--- src/rtl/trapPkg.sv ---
`timescale 1ns/1ps
package trapPkg;
  localparam int XLEN  = 32;
  localparam int NIRQ  = 8;
  localparam int SEL_W = 5;
  localparam int CODE_W = 4;
  localparam int PAIRS_W = 6;
  localparam int PEND_LSB = 8;

  localparam logic [SEL_W-1:0] SEL_BAD   = 5'd8;
  localparam logic [SEL_W-1:0] SEL_STAT  = 5'd12;
  localparam logic [SEL_W-1:0] SEL_CAUSE = 5'd13;
  localparam logic [SEL_W-1:0] SEL_EPC   = 5'd14;

  localparam logic [XLEN-1:0] KERNEL_VECTOR = 32'h8000_0180;

  typedef enum logic [CODE_W-1:0] {
    EXC_IRQ        = 4'd0,
    EXC_LOAD_ADDR  = 4'd4,
    EXC_STORE_ADDR = 4'd5,
    EXC_FETCH_BUS  = 4'd6,
    EXC_DATA_BUS   = 4'd7,
    EXC_OVERFLOW   = 4'd12,
    EXC_FLOAT      = 4'd15
  } excKind_t;

  typedef struct packed {
    logic              enter;
    logic              leave;
    logic              wrStatus;
    logic              wrCause;
    logic              wrEpc;
    logic              useNextPc;
    logic              loadBad;
    logic              badFromData;
    logic [CODE_W-1:0] code;
  } ctlStrobes_t;
endpackage

--- src/rtl/trapControl.sv ---
`timescale 1ns/1ps
module trapControl
  import trapPkg::*;
(
  input  logic              excReq,
  input  logic [CODE_W-1:0] excCode,
  input  logic              dataAccValid,
  input  logic              dataAccWrite,
  input  logic              dataAddrMsb,
  input  logic              curUser,
  input  logic              curEnable,
  input  logic [NIRQ-1:0]   pendQ,
  input  logic [NIRQ-1:0]   maskQ,
  input  logic              regWrEn,
  input  logic [SEL_W-1:0]  regSel,
  input  logic              eretReq,
  output ctlStrobes_t       strobes,
  output logic              takeExc
);
  logic addrFault;
  logic intHit;
  logic kernelWr;
  logic busOrAddrCode;

  assign addrFault     = dataAccValid && curUser && dataAddrMsb;
  assign intHit        = curEnable && (|(pendQ & maskQ));
  assign takeExc       = excReq || addrFault || intHit;
  assign busOrAddrCode = (excCode[3:2] == 2'b01);
  assign kernelWr      = regWrEn && !curUser && !takeExc;

  always_comb begin
    strobes             = '0;
    strobes.enter       = takeExc;
    strobes.leave       = eretReq && !curUser && !takeExc;
    strobes.wrStatus    = kernelWr && (regSel == SEL_STAT);
    strobes.wrCause     = kernelWr && (regSel == SEL_CAUSE);
    strobes.wrEpc       = kernelWr && (regSel == SEL_EPC);
    if (excReq) begin
      strobes.code        = excCode;
      strobes.useNextPc   = 1'b0;
      strobes.loadBad     = busOrAddrCode;
      strobes.badFromData = 1'b0;
    end else if (addrFault) begin
      strobes.code        = dataAccWrite ? EXC_STORE_ADDR : EXC_LOAD_ADDR;
      strobes.useNextPc   = 1'b0;
      strobes.loadBad     = 1'b1;
      strobes.badFromData = 1'b1;
    end else begin
      strobes.code        = EXC_IRQ;
      strobes.useNextPc   = 1'b1;
      strobes.loadBad     = 1'b0;
      strobes.badFromData = 1'b0;
    end
  end
endmodule

--- src/rtl/trapDatapath.sv ---
`timescale 1ns/1ps
module trapDatapath
  import trapPkg::*;
(
  input  logic              clk,
  input  logic              rstN,
  input  ctlStrobes_t       strobes,
  input  logic [SEL_W-1:0]  regSel,
  input  logic [XLEN-1:0]   regWrData,
  input  logic [XLEN-1:0]   excPc,
  input  logic [XLEN-1:0]   nextPc,
  input  logic [XLEN-1:0]   faultAddr,
  input  logic [XLEN-1:0]   dataAddr,
  input  logic [NIRQ-1:0]   irqLines,
  output logic [XLEN-1:0]   regRdData,
  output logic              curUser,
  output logic              curEnable,
  output logic [NIRQ-1:0]   pendQ,
  output logic [NIRQ-1:0]   maskQ,
  output logic [XLEN-1:0]   statusWord,
  output logic [XLEN-1:0]   causeWord,
  output logic [XLEN-1:0]   epcWord
);
  localparam int STAT_PAD = XLEN - NIRQ - PEND_LSB;

  logic [PAIRS_W-1:0] pairsQ;
  logic [CODE_W-1:0]  codeQ;
  logic [XLEN-1:0]    epcQ;
  logic [XLEN-1:0]    badQ;

  always_ff @(posedge clk or negedge rstN) begin
    if (!rstN) begin
      pairsQ <= '0;
      maskQ  <= '0;
    end else if (strobes.enter) begin
      pairsQ <= {pairsQ[PAIRS_W-3:0], 2'b00};
    end else if (strobes.leave) begin
      pairsQ <= {pairsQ[PAIRS_W-1:PAIRS_W-2], pairsQ[PAIRS_W-1:2]};
    end else if (strobes.wrStatus) begin
      pairsQ <= regWrData[PAIRS_W-1:0];
      maskQ  <= regWrData[PEND_LSB +: NIRQ];
    end
  end

  for (genvar i = 0; i < NIRQ; i++) begin : g_pend
    always_ff @(posedge clk or negedge rstN) begin
      if (!rstN)
        pendQ[i] <= 1'b0;
      else if (strobes.wrCause)
        pendQ[i] <= regWrData[PEND_LSB + i] | irqLines[i];
      else
        pendQ[i] <= pendQ[i] | irqLines[i];
    end
  end

  always_ff @(posedge clk or negedge rstN) begin
    if (!rstN) begin
      codeQ <= '0;
      epcQ  <= '0;
      badQ  <= '0;
    end else begin
      if (strobes.enter) begin
        codeQ <= strobes.code;
        epcQ  <= strobes.useNextPc ? nextPc : excPc;
        if (strobes.loadBad)
          badQ <= strobes.badFromData ? dataAddr : faultAddr;
      end else if (strobes.wrEpc) begin
        epcQ <= regWrData;
      end
    end
  end

  assign curUser    = pairsQ[1];
  assign curEnable  = pairsQ[0];
  assign statusWord = {{STAT_PAD{1'b0}}, maskQ, 2'b00, pairsQ};
  assign causeWord  = {{STAT_PAD{1'b0}}, pendQ, 2'b00, codeQ, 2'b00};
  assign epcWord    = epcQ;

  always_comb begin
    case (regSel)
      SEL_BAD:   regRdData = badQ;
      SEL_STAT:  regRdData = statusWord;
      SEL_CAUSE: regRdData = causeWord;
      SEL_EPC:   regRdData = epcQ;
      default:   regRdData = '0;
    endcase
  end
endmodule

--- src/rtl/trapCoproc.sv ---
`timescale 1ns/1ps
module trapCoproc
  import trapPkg::*;
#(
  parameter logic [XLEN-1:0] VECTOR_PC = KERNEL_VECTOR
) (
  input  logic              clk,
  input  logic              rstN,
  input  logic [SEL_W-1:0]  regSel,
  input  logic              regWrEn,
  input  logic [XLEN-1:0]   regWrData,
  output logic [XLEN-1:0]   regRdData,
  input  logic              excReq,
  input  logic [CODE_W-1:0] excCode,
  input  logic [XLEN-1:0]   excPc,
  input  logic [XLEN-1:0]   nextPc,
  input  logic [XLEN-1:0]   faultAddr,
  input  logic              dataAccValid,
  input  logic              dataAccWrite,
  input  logic [XLEN-1:0]   dataAddr,
  input  logic [NIRQ-1:0]   irqLines,
  input  logic              eretReq,
  output logic              redirect,
  output logic [XLEN-1:0]   redirectPc,
  output logic              userMode
);
  ctlStrobes_t     strobes;
  logic            takeExc;
  logic            curUser;
  logic            curEnable;
  logic [NIRQ-1:0] pendQ;
  logic [NIRQ-1:0] maskQ;
  logic [XLEN-1:0] statusWord;
  logic [XLEN-1:0] causeWord;
  logic [XLEN-1:0] epcWord;

  trapControl u_ctl (
    .excReq      (excReq),
    .excCode     (excCode),
    .dataAccValid(dataAccValid),
    .dataAccWrite(dataAccWrite),
    .dataAddrMsb (dataAddr[XLEN-1]),
    .curUser     (curUser),
    .curEnable   (curEnable),
    .pendQ       (pendQ),
    .maskQ       (maskQ),
    .regWrEn     (regWrEn),
    .regSel      (regSel),
    .eretReq     (eretReq),
    .strobes     (strobes),
    .takeExc     (takeExc)
  );

  trapDatapath u_dp (
    .clk       (clk),
    .rstN      (rstN),
    .strobes   (strobes),
    .regSel    (regSel),
    .regWrData (regWrData),
    .excPc     (excPc),
    .nextPc    (nextPc),
    .faultAddr (faultAddr),
    .dataAddr  (dataAddr),
    .irqLines  (irqLines),
    .regRdData (regRdData),
    .curUser   (curUser),
    .curEnable (curEnable),
    .pendQ     (pendQ),
    .maskQ     (maskQ),
    .statusWord(statusWord),
    .causeWord (causeWord),
    .epcWord   (epcWord)
  );

  assign redirect   = takeExc;
  assign redirectPc = takeExc ? VECTOR_PC : '0;
  assign userMode   = curUser;
endmodule

--- config.mk ---
export PLATFORM = sky130hd
export DESIGN_NAME = trapCoproc
export DESIGN_NICKNAME = d
export VERILOG_FILES = /design/src/rtl/trapPkg.sv /design/src/rtl/trapControl.sv /design/src/rtl/trapDatapath.sv /design/src/rtl/trapCoproc.sv
export SDC_FILE = /design/constraint.sdc
export NUM_CORES = 1
export LEC_CHECK = 0
export ABC_AREA = 0
export BUFFER_PORTS_ARGS = -buffer_cell sky130_fd_sc_hd__buf_2
export CAP_MARGIN = 15
export CORE_UTILIZATION = 30
export CTS_CLUSTER_DIAMETER = 80
export CTS_CLUSTER_SIZE = 30
export DETAILED_ROUTE_END_ITERATION = 16
export SLEW_MARGIN = 10
export SYNTH_ARGS = -nofsm -noshare
export SYNTH_HDL_FRONTEND = slang
export SYNTH_SLANG_ARGS = --single-unit
--- constraint.sdc ---
create_clock -name clk -period 2 [get_ports clk]
set_clock_uncertainty 0.15 [all_clocks]
set_input_delay 0.3 -clock clk [delete_from_list [all_inputs] [get_ports clk]]
set_output_delay 0.3 -clock clk [all_outputs]
set_load 0.03 [all_outputs]
---- Word level (Yosys, flattened, before mapping) ----
Index checks and enable logic that the tools add are counted.
W data, S select, Z words.
operators by class
  bitwise gates (word level) .............. 19
  reductions and logical operators ........ 21
  muxes and demuxes ....................... 20
  eq/ne operators ......................... 6
operator list
  kind                  number
  $mux W32              5
  $pmux W32 S4          1
  $eq A5 B4 Y1 const B  4
  $mux W6               3
  $or A1 B1 Y1          16
  $mux W7               2
  $logic_and A1 B1 Y1   10
  $mux W1               9
  $and A8 B8 Y8         1
  $reduce_or A8 Y1      1
  $reduce_and A2 Y1     2
  $reduce_bool A2 Y1    2
  $reduce_and A3 Y1     1
  $reduce_bool A3 Y1    1
  $eq A2 B1 Y1 const B  1
  $logic_not A1 Y1      2
  $logic_or A1 B1 Y1    2
  $ne A2 B1 Y1 const B  1
  $not A1 Y1            2
storage, ports and cells
  output and inout bits ................... 66
  register bits after elaboration ......... 90
  bits of input ports ..................... 184
  logic and storage cells ................. 80

---- Longest topological paths before layout ----
  depth in word-level cells ............... 10
  mapped depth ............................ 7
  depth with buffers taken out ............ 5

---- Hierarchy ----
From an unflattened synthesis, not the netlist that was laid out.
unflattened totals
  cell total of the unflattened synthesis .. 585
  area, all modules ....................... 5771.8 µm²
modules (own cells, without submodules)
  module        seq. area each (µm²)  cells each  area an instance (µm²)  times used
  trapDatapath  2252.2                530         5351.4                  1
  trapCoproc    0.0                   33          244.0                   1
  trapControl   0.0                   22          176.4                   1

---- Worst setup path after synthesis ----
OpenSTA, ideal clock, no wires.
  path kind ............................... register -> output
  from .................................... register u_dp.pendQ[6] (netlist: u_dp.causeWord[14])
  to ...................................... output port redirectPc[31]
  buffers on the path ..................... 3
  arrival time ............................ 1.508 ns
  cell stages (with the launch flop) ...... 8
  slack ................................... 0.042 ns
  data required time ...................... 1.550 ns
  cell sequence ........................... dfrtp_1 > a22oi_1 > a41o_2 > and2_1 > buf_4 > inv_6 > buf_6 > buf_4
on the way
  cells in the longest elaborated chain, start to end .. 5
ends and longest elaborated chain
  item                             line                text
  start, declared                  trapDatapath.sv:18  output logic [NIRQ-1:0] pendQ,
  start signal, assigned by index  trapDatapath.sv:50  pendQ[i] <= regWrData[PEND_LSB + i] | irqLines[i];
  start signal, assigned by index  trapDatapath.sv:52  pendQ[i] <= pendQ[i] | irqLines[i];
  $and A8 B8 Y8                    trapControl.sv:26   assign intHit = curEnable && (|(pendQ & maskQ));
  $reduce_or A8 Y1                 trapControl.sv:26
  $logic_and A1 B1 Y1              trapControl.sv:26
  $logic_or A1 B1 Y1               trapControl.sv:27   assign takeExc = excReq || addrFault || intHit;
  net redirect                     trapCoproc.sv:23    output logic redirect,
  $mux W32                         trapCoproc.sv:76    assign redirectPc = takeExc ? VECTOR_PC : '0;
  end, declared                    trapCoproc.sv:24    output logic [XLEN-1:0] redirectPc,
The timed path passes the listed nets, and every way through them passes these cells.

---- Worst setup path after layout ----
  from .................................... register u_dp.pendQ[3] (netlist: u_dp.causeWord[11])
  to ...................................... output port redirectPc[8]
on the way
  cells in the longest elaborated chain, start to end .. 5
ends and longest elaborated chain
  item                 line
  $and A8 B8 Y8        trapControl.sv:26
  $reduce_or A8 Y1     trapControl.sv:26
  $logic_and A1 B1 Y1  trapControl.sv:26
  $logic_or A1 B1 Y1   trapControl.sv:27
  $mux W32             trapCoproc.sv:76
Every way passes these cells.

==> impl_results.md <==
- Maximum Capacitance Violations: 0
- Gr ovfl total: 0
- Power Density: 708.2 nW/µm²
- Post-DP HPWL: 12.30 mm
- Number of synthesized flops with an enable pin: 0
- Netlist cell types: 40
- Violated checks: negative setup slack
- Clock sinks: 90
- Starting Density: 0.3076
- Clock root cell: clkbuf_16
- Initial antenna violation count: 2
- Status: finished, violations left
- Mapped Avg Cell Area: 10.04 µm²
- RSZ-0062 raised after global routing: true
- Max Clock Freq: 496.6 MHz
- Depth of the worst register-to-register path: 6
- Die height: 135.4 µm
- RR Endpoint: u_dp.maskQ[4]
- Sequential share of the synthesized area: 0.4218
- Placed cells: 968
- Die ar.: 18330 µm²
- Worst setup EP type: output pin
- Syn-to-layout area delta: 36.37%
- Detailed Route WL: 16.92 mm
- Reg-to-reg startpoint: u_dp.causeWord[11]
- Critical path type: flop to output pin
- Global-route wire length before repair: 25.35 mm
- Yosys warning total: 0
- FF+latch count, synth: 90
- Total Neg Setup Slack: -0.04713 ns
- Largest cells by area after synthesis: dfrtp_1 (42%), mux2i_1 (20%), nand2_1 (5.4%)
- DR pass1 iterations: 4
- Setup slack, reg-to-reg: 0.02 ns
- Hold Path Class: primary input to flop
- Most common cell after layout, fill and taps aside: buf_2
- CTS H-tree lvls: 3
- CTS tree: yes
- All-Layer GR Usage: 0.1832
- Worst Tran Pin Value: 0.5240 ns
- IO Port Bufs: 220
- Min-delay src: dataAddr[7]
- Site Rows: 48
- Period utilization: 1.007
- Gpl congestion: 0.8306
- # IOs: 250
- Worst-path fanout max: 6
- Largest net degree at the start of global routing: 91
- Chip Width: 135.4 µm
- Startpoint types: flop
- Post-Place Setup Slack: -0.006941 ns
- Leading area contributor after synthesis: dfrtp_1
- Share of the synthesized area in the top cell type: 0.4218
- Pleak: 3.631 nW
- # DRC: 0
- Req. time, crit path: 1.55 ns
- Worst-Skew Late Latency: 0.35 ns
- Detail Route Antenna Nets: 0
- DR vias/cell: 4.832
- Vias in the first global route: 4754
- Placeable Area: 17360 µm²
- Ys async rst share: 1.000
- Final setup margin: -0.01357 ns
- Most used DFF post-synth: dfrtp_1
- Setup violators final: 4
- Hold Crit Endpoint: u_dp.badQ[7]
- Endpoints failing hold: 0
- Final net count: 949
- Initial drt markers: 255
- Finished Layout Cells: 997
- Worst EP arrival: 1.56 ns
- Hold Path Cell Cnt: 3
- Final Max Tran Viols: 0
- CTS buffer count: 9
- Largest buffer count on any clock path: 2
- Reg clk slew, reported paths: 0.07 ns
- Total number of vias: 4818
- Share of layout cells above drive strength 1: 0.3974
- Relative slew slack: 0.6507
- WL per Instance: 16.97 µm
- Cells after synthesis: 532
- Tmin final: 2.014 ns
- Post-synthesis cell area: 5339 µm²
- Max rail drop VDD: 0.4128 mV
- Commonest non-fill, non-tap cells in the layout: buf_2 (212), mux2i_1 (105), dfrtp_1 (90)
==> cell usage after synthesis (all sizes together) (2+ instances only) <==
cell type  instances
a21oi              4
a222oi             2
a22o              20
a22oi             29
a31oi             35
buf               53
clkbuf            14
dfrtp             90
inv                5
mux2              12
mux2i            105
nand2             77
nand2b             2
nand3              5
nand4b             2
nor2              54
nor2b              3
nor3b              3
==> cell type report <==
cell class                 instances  area (µm²)
fill                            1737       10080
multi-input combinational        398        2795
sequential                        90        2252
timing repair buffer             261        1633
tap                              225       281.5
clock buffer                      12       256.5
clock inverter                     4       33.78
inverter                           5       23.77
antenna                            2       5.005
==> worst max-delay path by stage <==
stage	from	end	slack, ns	cells past startpoint
after CTS	u_dp.causeWord[8]	redirectPc[7]	-0.03	5
after global placement	regSel[1]	u_dp.maskQ[4]	0.008	7
after detailed placement	regSel[0]	regRdData[0]	-0.007	7
final	u_dp.causeWord[11]	redirectPc[8]	-0.01	5
after global routing	u_dp.causeWord[15]	redirectPc[8]	-0.07	5
after floorplan	u_dp.causeWord[14]	redirectPc[31]	0.04	7
==> timing repair <==
item,4_1_cts,5_1_grt
setup buffers,6,2
pin swaps,1,5
gates cloned,0,2
gates resized for setup,14,15
endpoints found under the hold margin,90,0
hold buffers,1,0
setup endpoints to repair,5,29
==> metrics by stage <==
step	hold WS [ns]	cell area, µm²	total power [mW]	utilization
2_1_floorplan	-0.1456	5444	2.989	-
3_3_place_gp	0.2477	6777	3.430	0.3904
3_5_place_dp	0.2473	6777	3.443	0.3904
4_1_cts	0.02934	7167	5.183	0.4129
5_1_grt	0.03800	7276	5.422	0.4192
6_report	0.04021	7281	5.156	0.4195
==> registers in the layout (all words and copies together), names as in the netlist <==
name / count
u_dp.badQ: 32
u_dp.epcWord: 32
u_dp.causeWord: 8
u_dp.maskQ: 8
u_dp.pairsQ: 6
u_dp.codeQ: 4
==> critical path, cell delays in order (launching register included) <==
cell,delay (ns)
dfrtp_1,0.41
a22oi_2,0.19
a41o_2,0.24
and2_4,0.17
inv_6,0.05
buf_6,0.13
==> logic make-up (layout without fill, tap and decap cells) <==
| family | Yosys count | in the layout | share of synthesized area |
|---|---|---|---|
| buffers and inverters | 72 | 282 | 0.08741 |
| AND/OR/NAND/NOR | 156 | 156 | 0.1343 |
| flip-flops | 90 | 90 | 0.4218 |
| multiplexers | 117 | 117 | 0.2222 |
| other | 1 | 31 | 0.0007024 |
| AO/OA/AOI/OAI | 96 | 96 | 0.1336 |
==> power by group <==
| group | switching (mW) | total (mW) | internal, mW |
|---|---|---|---|
| clock network | 0.773 | 1.70 | 0.924 |
| logic | 0.620 | 1.17 | 0.548 |
| registers | 0.197 | 2.29 | 2.09 |
| total | 1.59 | 5.16 | 3.57 |
==> routing by layer <==
layer	GRT usage	part of all wire	vias up
met5	0	0	-
met4	0.05680	0.014	0
met3	0.03591	0.059	16
met2	0.3123	0.49	156
met1	0.2323	0.44	2319
li1	-	-	2327
Note: power is estimated with default switching activity, not from simulation.
